### src/rtl/pf_pkg.sv
package pf_pkg;
    typedef enum logic [1:0] {
        ST_NORMAL  = 2'd0,
        ST_PROTECT = 2'd1,
        ST_BATTERY = 2'd2,
        ST_RECOVER = 2'd3
    } pf_state_t;
endpackage

### src/rtl/pf_sync.sv
module pf_sync #(
    parameter int  WIDTH   = 3,
    parameter int  STAGES  = 2,
    parameter logic [WIDTH-1:0] RST_VAL = '0
) (
    input  logic             clk,
    input  logic             rst_n,
    input  logic [WIDTH-1:0] din,
    output logic [WIDTH-1:0] dout
);
    for (genvar b = 0; b < WIDTH; b++) begin : g_bit
        logic [STAGES-1:0] chain;
        always_ff @(posedge clk or negedge rst_n) begin
            if (!rst_n) chain <= {STAGES{RST_VAL[b]}};
            else        chain <= {chain[STAGES-2:0], din[b]};
        end
        assign dout[b] = chain[STAGES-1];
    end
endmodule

### src/rtl/pf_filter.sv
module pf_filter #(
    parameter int FILT_LEN = 4
) (
    input  logic clk,
    input  logic rst_n,
    input  logic fault_s,
    output logic good
);
    localparam int CW = $clog2(FILT_LEN + 1);
    logic [CW-1:0] run_cnt;

    always_ff @(posedge clk or negedge rst_n) begin
        if (!rst_n)                             run_cnt <= '0;
        else if (fault_s)                       run_cnt <= '0;
        else if (run_cnt != CW'(FILT_LEN))      run_cnt <= run_cnt + 1'b1;
    end

    assign good = (run_cnt == CW'(FILT_LEN));

    AST_GOOD_AFTER_CLEAN: assert property (@(posedge clk) disable iff (!rst_n)
        good |-> !$past(fault_s));
endmodule

### src/rtl/pf_rec_timer.sv
module pf_rec_timer #(
    parameter int REC_CYCLES = 2000000
) (
    input  logic clk,
    input  logic rst_n,
    input  logic run,
    output logic done
);
    localparam int TW = $clog2(REC_CYCLES + 1);
    localparam logic [TW-1:0] LAST = TW'(REC_CYCLES - 1);
    logic [TW-1:0] cnt;

    always_ff @(posedge clk or negedge rst_n) begin
        if (!rst_n)         cnt <= '0;
        else if (!run)      cnt <= '0;
        else if (cnt != LAST) cnt <= cnt + 1'b1;
    end

    assign done = run && (cnt == LAST);

    AST_NO_OVERFLOW: assert property (@(posedge clk) disable iff (!rst_n)
        cnt <= LAST);
    AST_RESTART_ON_STOP: assert property (@(posedge clk) disable iff (!rst_n)
        !run |=> (cnt == '0));
endmodule

### src/rtl/pf_supervisor.sv
module pf_supervisor
    import pf_pkg::*;
#(
    parameter int FILT_LEN   = 4,
    parameter int REC_CYCLES = 2000000
) (
    input  logic clk,
    input  logic rst_n,
    input  logic sup_ok_raw,
    input  logic sup_low_raw,
    input  logic sup_bat_raw,
    input  logic host_ce,
    input  logic host_we,
    input  logic wcut_clr,
    output logic prot_o,
    output logic hiz_o,
    output logic bat_sel_o,
    output logic mem_ce_o,
    output logic mem_we_o,
    output logic wcut_o
);
    localparam logic [2:0] SYNC_RST = 3'b010; // {bat, low, ok}: low asserted, ok clear

    logic [2:0] flags_s;
    logic       ok_s, low_s, bat_s, fault_s, good, rec_done, write_act;
    pf_state_t  state, state_nx;

    pf_sync #(.WIDTH(3), .STAGES(2), .RST_VAL(SYNC_RST)) i_sync (
        .clk  (clk),
        .rst_n(rst_n),
        .din  ({sup_bat_raw, sup_low_raw, sup_ok_raw}),
        .dout (flags_s)
    );

    assign ok_s    = flags_s[0];
    assign low_s   = flags_s[1];
    assign bat_s   = flags_s[2];
    assign fault_s = !ok_s || low_s || bat_s;

    pf_filter #(.FILT_LEN(FILT_LEN)) i_filter (
        .clk    (clk),
        .rst_n  (rst_n),
        .fault_s(fault_s),
        .good   (good)
    );

    pf_rec_timer #(.REC_CYCLES(REC_CYCLES)) i_timer (
        .clk  (clk),
        .rst_n(rst_n),
        .run  (state == ST_RECOVER),
        .done (rec_done)
    );

    // state register
    always_ff @(posedge clk or negedge rst_n) begin
        if (!rst_n) state <= ST_PROTECT;
        else        state <= state_nx;
    end

    // next state
    always_comb begin
        state_nx = state;
        unique case (state)
            ST_NORMAL: begin
                if (bat_s)        state_nx = ST_BATTERY;
                else if (fault_s) state_nx = ST_PROTECT;
            end
            ST_PROTECT: begin
                if (bat_s)        state_nx = ST_BATTERY;
                else if (good)    state_nx = ST_RECOVER;
            end
            ST_BATTERY: begin
                if (!bat_s)       state_nx = ST_PROTECT;
            end
            ST_RECOVER: begin
                if (bat_s)        state_nx = ST_BATTERY;
                else if (fault_s) state_nx = ST_PROTECT;
                else if (rec_done) state_nx = ST_NORMAL;
            end
            default:              state_nx = ST_PROTECT;
        endcase
    end

    // outputs
    always_comb begin
        prot_o    = 1'b1;
        bat_sel_o = 1'b0;
        unique case (state)
            ST_NORMAL:  prot_o    = 1'b0;
            ST_PROTECT: prot_o    = 1'b1;
            ST_BATTERY: bat_sel_o = 1'b1;
            ST_RECOVER: prot_o    = 1'b1;
            default:    prot_o    = 1'b1;
        endcase
        hiz_o    = prot_o;
        mem_ce_o = host_ce && !prot_o;
        mem_we_o = host_we && !prot_o;
    end

    assign write_act = host_ce && host_we;

    // sticky interrupted-write flag; a new cut wins over a clear
    always_ff @(posedge clk or negedge rst_n) begin
        if (!rst_n)
            wcut_o <= 1'b0;
        else if (state == ST_NORMAL && state_nx != ST_NORMAL && write_act)
            wcut_o <= 1'b1;
        else if (wcut_clr)
            wcut_o <= 1'b0;
    end

    AST_FAULT_LEAVES_NORMAL: assert property (@(posedge clk) disable iff (!rst_n)
        fault_s |=> (state != ST_NORMAL));
    AST_NO_SKIP_RECOVERY: assert property (@(posedge clk) disable iff (!rst_n)
        (state == ST_PROTECT) |=> (state != ST_NORMAL));
    AST_BATTERY_FOLLOWS: assert property (@(posedge clk) disable iff (!rst_n)
        bat_s |=> bat_sel_o);
    AST_NO_ACCESS_PROTECTED: assert property (@(posedge clk) disable iff (!rst_n)
        (state != ST_NORMAL) |-> (!mem_we_o && !mem_ce_o));
    AST_WCUT_CAUSE: assert property (@(posedge clk) disable iff (!rst_n)
        $rose(wcut_o) |-> ($past(write_act) && prot_o));
    AST_WCUT_HOLD: assert property (@(posedge clk) disable iff (!rst_n)
        (wcut_o && !wcut_clr) |=> wcut_o);
endmodule

### config.mk
export PLATFORM = sky130hd
export DESIGN_NAME = pf_supervisor
export DESIGN_NICKNAME = d
export VERILOG_FILES = /design/src/rtl/pf_pkg.sv /design/src/rtl/pf_sync.sv /design/src/rtl/pf_filter.sv /design/src/rtl/pf_rec_timer.sv /design/src/rtl/pf_supervisor.sv
export SDC_FILE = /design/constraint.sdc
export NUM_CORES = 1
export LEC_CHECK = 0
export ABC_AREA = 0
export BUFFER_PORTS_ARGS = -buffer_cell sky130_fd_sc_hd__buf_2
export CAP_MARGIN = 15
export CELL_PAD_IN_SITES_DETAIL_PLACEMENT = 1
export CELL_PAD_IN_SITES_GLOBAL_PLACEMENT = 1
export CORE_UTILIZATION = 41
export DETAILED_ROUTE_END_ITERATION = 10
export PLACE_DENSITY_LB_ADDON = 0.1
export SYNTH_ARGS = -nofsm -noshare
export SYNTH_HDL_FRONTEND = slang
export SYNTH_SLANG_ARGS = --single-unit
### constraint.sdc
create_clock -name clk -period 2 [get_ports clk]
set_input_delay 0.4 -clock clk [delete_from_list [all_inputs] [get_ports clk]]
set_output_delay 0.4 -clock clk [all_outputs]
set_load 0.02 [all_outputs]
==> impl_metrics.toml <==
[status]
status = "finished clean"

[finish]
drive_above_1_share_pct = 24.87
utilization_pct = 52.16
layout_commonest_cell = "dfrtp_1"
postLayoutCellArea_um2 = 1967
final_nets = 203
final_cell_mix = "dfrtp_1, nand2_1, nor2_1, buf_2, buf_4"
diodes = 0
area_growth_pct = 17.66

[power_and_ir_drop]
power_density_nw_per_um2 = 714.4
power_uw = 1405
p_leak_uw = 0.0008276
max-vdd-ir-drop_mv = 0.3518

[timing]
tns_ns = 0
setup_viol = 0
max_freq_ghz = 0.5228
relSlewSlack_pct = 49.43
period_share_pct = 95.63
worstMarginPinSlew_ns = 0.7585
hold_viol_final = 0
rsz0062_at_grt = "false"
fin_crit_ns = 1.913
clock_skew_ns = 0.004218
slew_viol_final = 0
postLayoutSetupSlackWorst_ns = 0.08731

[floorplanning]
dieArea_um2 = 4336
die_w_um = 65.85
core_um2 = 3771
die_h_um = 65.85
io_pins = 14
start_util_pct = 44.33
rows = 22

[clocking]
clkTransAtPathRegs_ns = 0.07
htree_num_levels = 2
cts_buffer_depth = 2
postCtsHoldBufs = 0
insertion_delay_ns = 0.29
clock-sinks = 33
cts_made_buffers = 5
post-cts-setup-buffers = 0
cts-root-buf = "clkbuf_8"
cts_tree = "built"

[detailed_routing]
avgViaCountPerCell = 5.743
drt_pre_antenna_iters = 4
drc_errors = 0
vias = 1384
drt_iter0_markers = 40
ant_nets = 0
drt_wl_total_um = 4086
post_drt_wl_per_cell_um = 16.95

[worst_setup_path]
path_class = "reg2reg"
crit_slowest_cell = "or4b_2"
endpoint_kind = "flip-flop"
crit_fanout = 4
crit_path_start_kind = "flip-flop"
worstPathArrival_ns = 2.12
crit_chain = "or4b_2 > nor3_2 > and3_4 > mux2i_1"
cp_slowest_stage_delay_ns = 0.74
rr_worst_depth = 4
worstPathRequired_ns = 2.21

[grt]
grt_usage_pct = 21.92
grt_pass1_wl_um = 6948
grt_pass1_vias = 1415
antenna_found_initial = 0
grt_max_degree = 34
overflow = 0

[placement]
place_area_um2 = 1829
pre_cts_slack_ns = 0.02923
dpl.hpwl_um = 2961
gp_congestion = 0.8588
port_buffers = 13

[run]
max_cap_viol_count = 0

[synth]
synth.distinct_cells = 45
synth_nets = 179
yosys_warnings = 0
ys_ff_latch = 33
synth_area_um2 = 1672
synth-async-reset-ratio_pct = 100.0
syn_area_per_cell_um2 = 9.950
synthFlopType = "dfrtp_1"
synth_edf_count = 0
seq_area_frac_synth_pct = 49.63
syn_inst = 168

[worst_hold_path]
hold_path_class = "in2async"
[cell type report]
class | count | area, µm²
timing repair buffer | 24 | 147.6
tap | 48 | 60.06
multi-input combinational | 123 | 794.5
clock inverter | 3 | 46.29
sequential | 33 | 830.8
fill | 439 | 1804
inverter | 5 | 18.77
clock buffer | 5 | 68.82
[report_power, final]
part           internal, µW  switching (µW)
Combinational          21.9            50.3
Sequential              683            11.4
Clock                   373             266
[critical path: cells and delay by family, from the launching register on]
family           cells  cell delay [ns]
flip-flops           1             0.40
multiplexers         1             0.19
AND/OR/NAND/NOR      3             1.25
[logic make-up (layout without fill, tap and decap cells)]
family,Yosys count,count (layout),share of synthesized area (%)
buffers and inverters,12,37,4.116
AND/OR/NAND/NOR,83,83,28.22
adder cells (fa/ha/maj),3,3,2.246
flip-flops,33,33,49.63
multiplexers,2,2,1.198
XOR/XNOR,6,6,3.144
AO/OA/AOI/OAI,29,29,11.45
[per-stage QoR]
stage          instances  hold WS [ns]
6_report             241        0.1778
5_1_grt              241        0.1895
4_1_cts              241        0.1899
2_1_floorplan        168        0.1044
3_5_place_dp         233        0.3500
3_3_place_gp         233        0.3331
[worst paths after layout]
path,start,endpoint,slack [ns]
hold / removal,rst_n,i_filter.run_cnt[2],0.18
min in group clk,sup_low_raw,i_sync.g_bit[1].chain[0],0.20
max in group asynchronous,rst_n,i_timer.cnt[0],1.30
setup / recovery,i_timer.cnt[12],i_timer.cnt[0],0.09
setup reg to reg,i_timer.cnt[12],i_timer.cnt[0],0.09
hold reg to reg,i_sync.g_bit[1].chain[0],i_sync.g_bit[1].chain[1],0.36
[cells in the mapped netlist (3+ instances only)]
cell | number | area share [%]
xnor2_1 | 4 | 2.1
o31ai_1 | 3 | 1.3
nor2_1 | 15 | 3.4
dfstp_2 | 3 | 4.7
nor4_1 | 3 | 1.1
and3_1 | 3 | 1.1
o211ai_1 | 3 | 1.3
nand2_1 | 19 | 4.3
nor3_1 | 5 | 1.5
dfrtp_1 | 30 | 45
or4_1 | 5 | 2.2
o21ai_0 | 5 | 1.5
a31oi_1 | 3 | 1.1
nand4_1 | 4 | 1.5
nand3_1 | 9 | 2.7
or3_1 | 3 | 1.1
and2_1 | 3 | 1.1
ha_1 | 3 | 2.2
a21oi_1 | 7 | 2.1
inv_1 | 5 | 1.1
[flip-flops by register name (all words and copies together) (netlist names)]
name	count
i_timer.cnt	21
wcut_o	1
i_sync.g_bit.chain	6
state	2
i_filter.run_cnt	3
[repair_timing]
| item | CTS | global route |
|---|---|---|
| pin swaps | 0 | 1 |
| resized for setup | 1 | 5 |
| setup endpoints to repair | 1 | 6 |
[layer usage]
metal	global-route usage [%]	up-vias	routed length [µm]
met3	4.655	5	115
met1	28.97	703	1914
met2	35.08	17	1994
met5	0	-	0
met4	8.152	0	62
li1	-	659	-
Power figures use the tool's default switching activity.
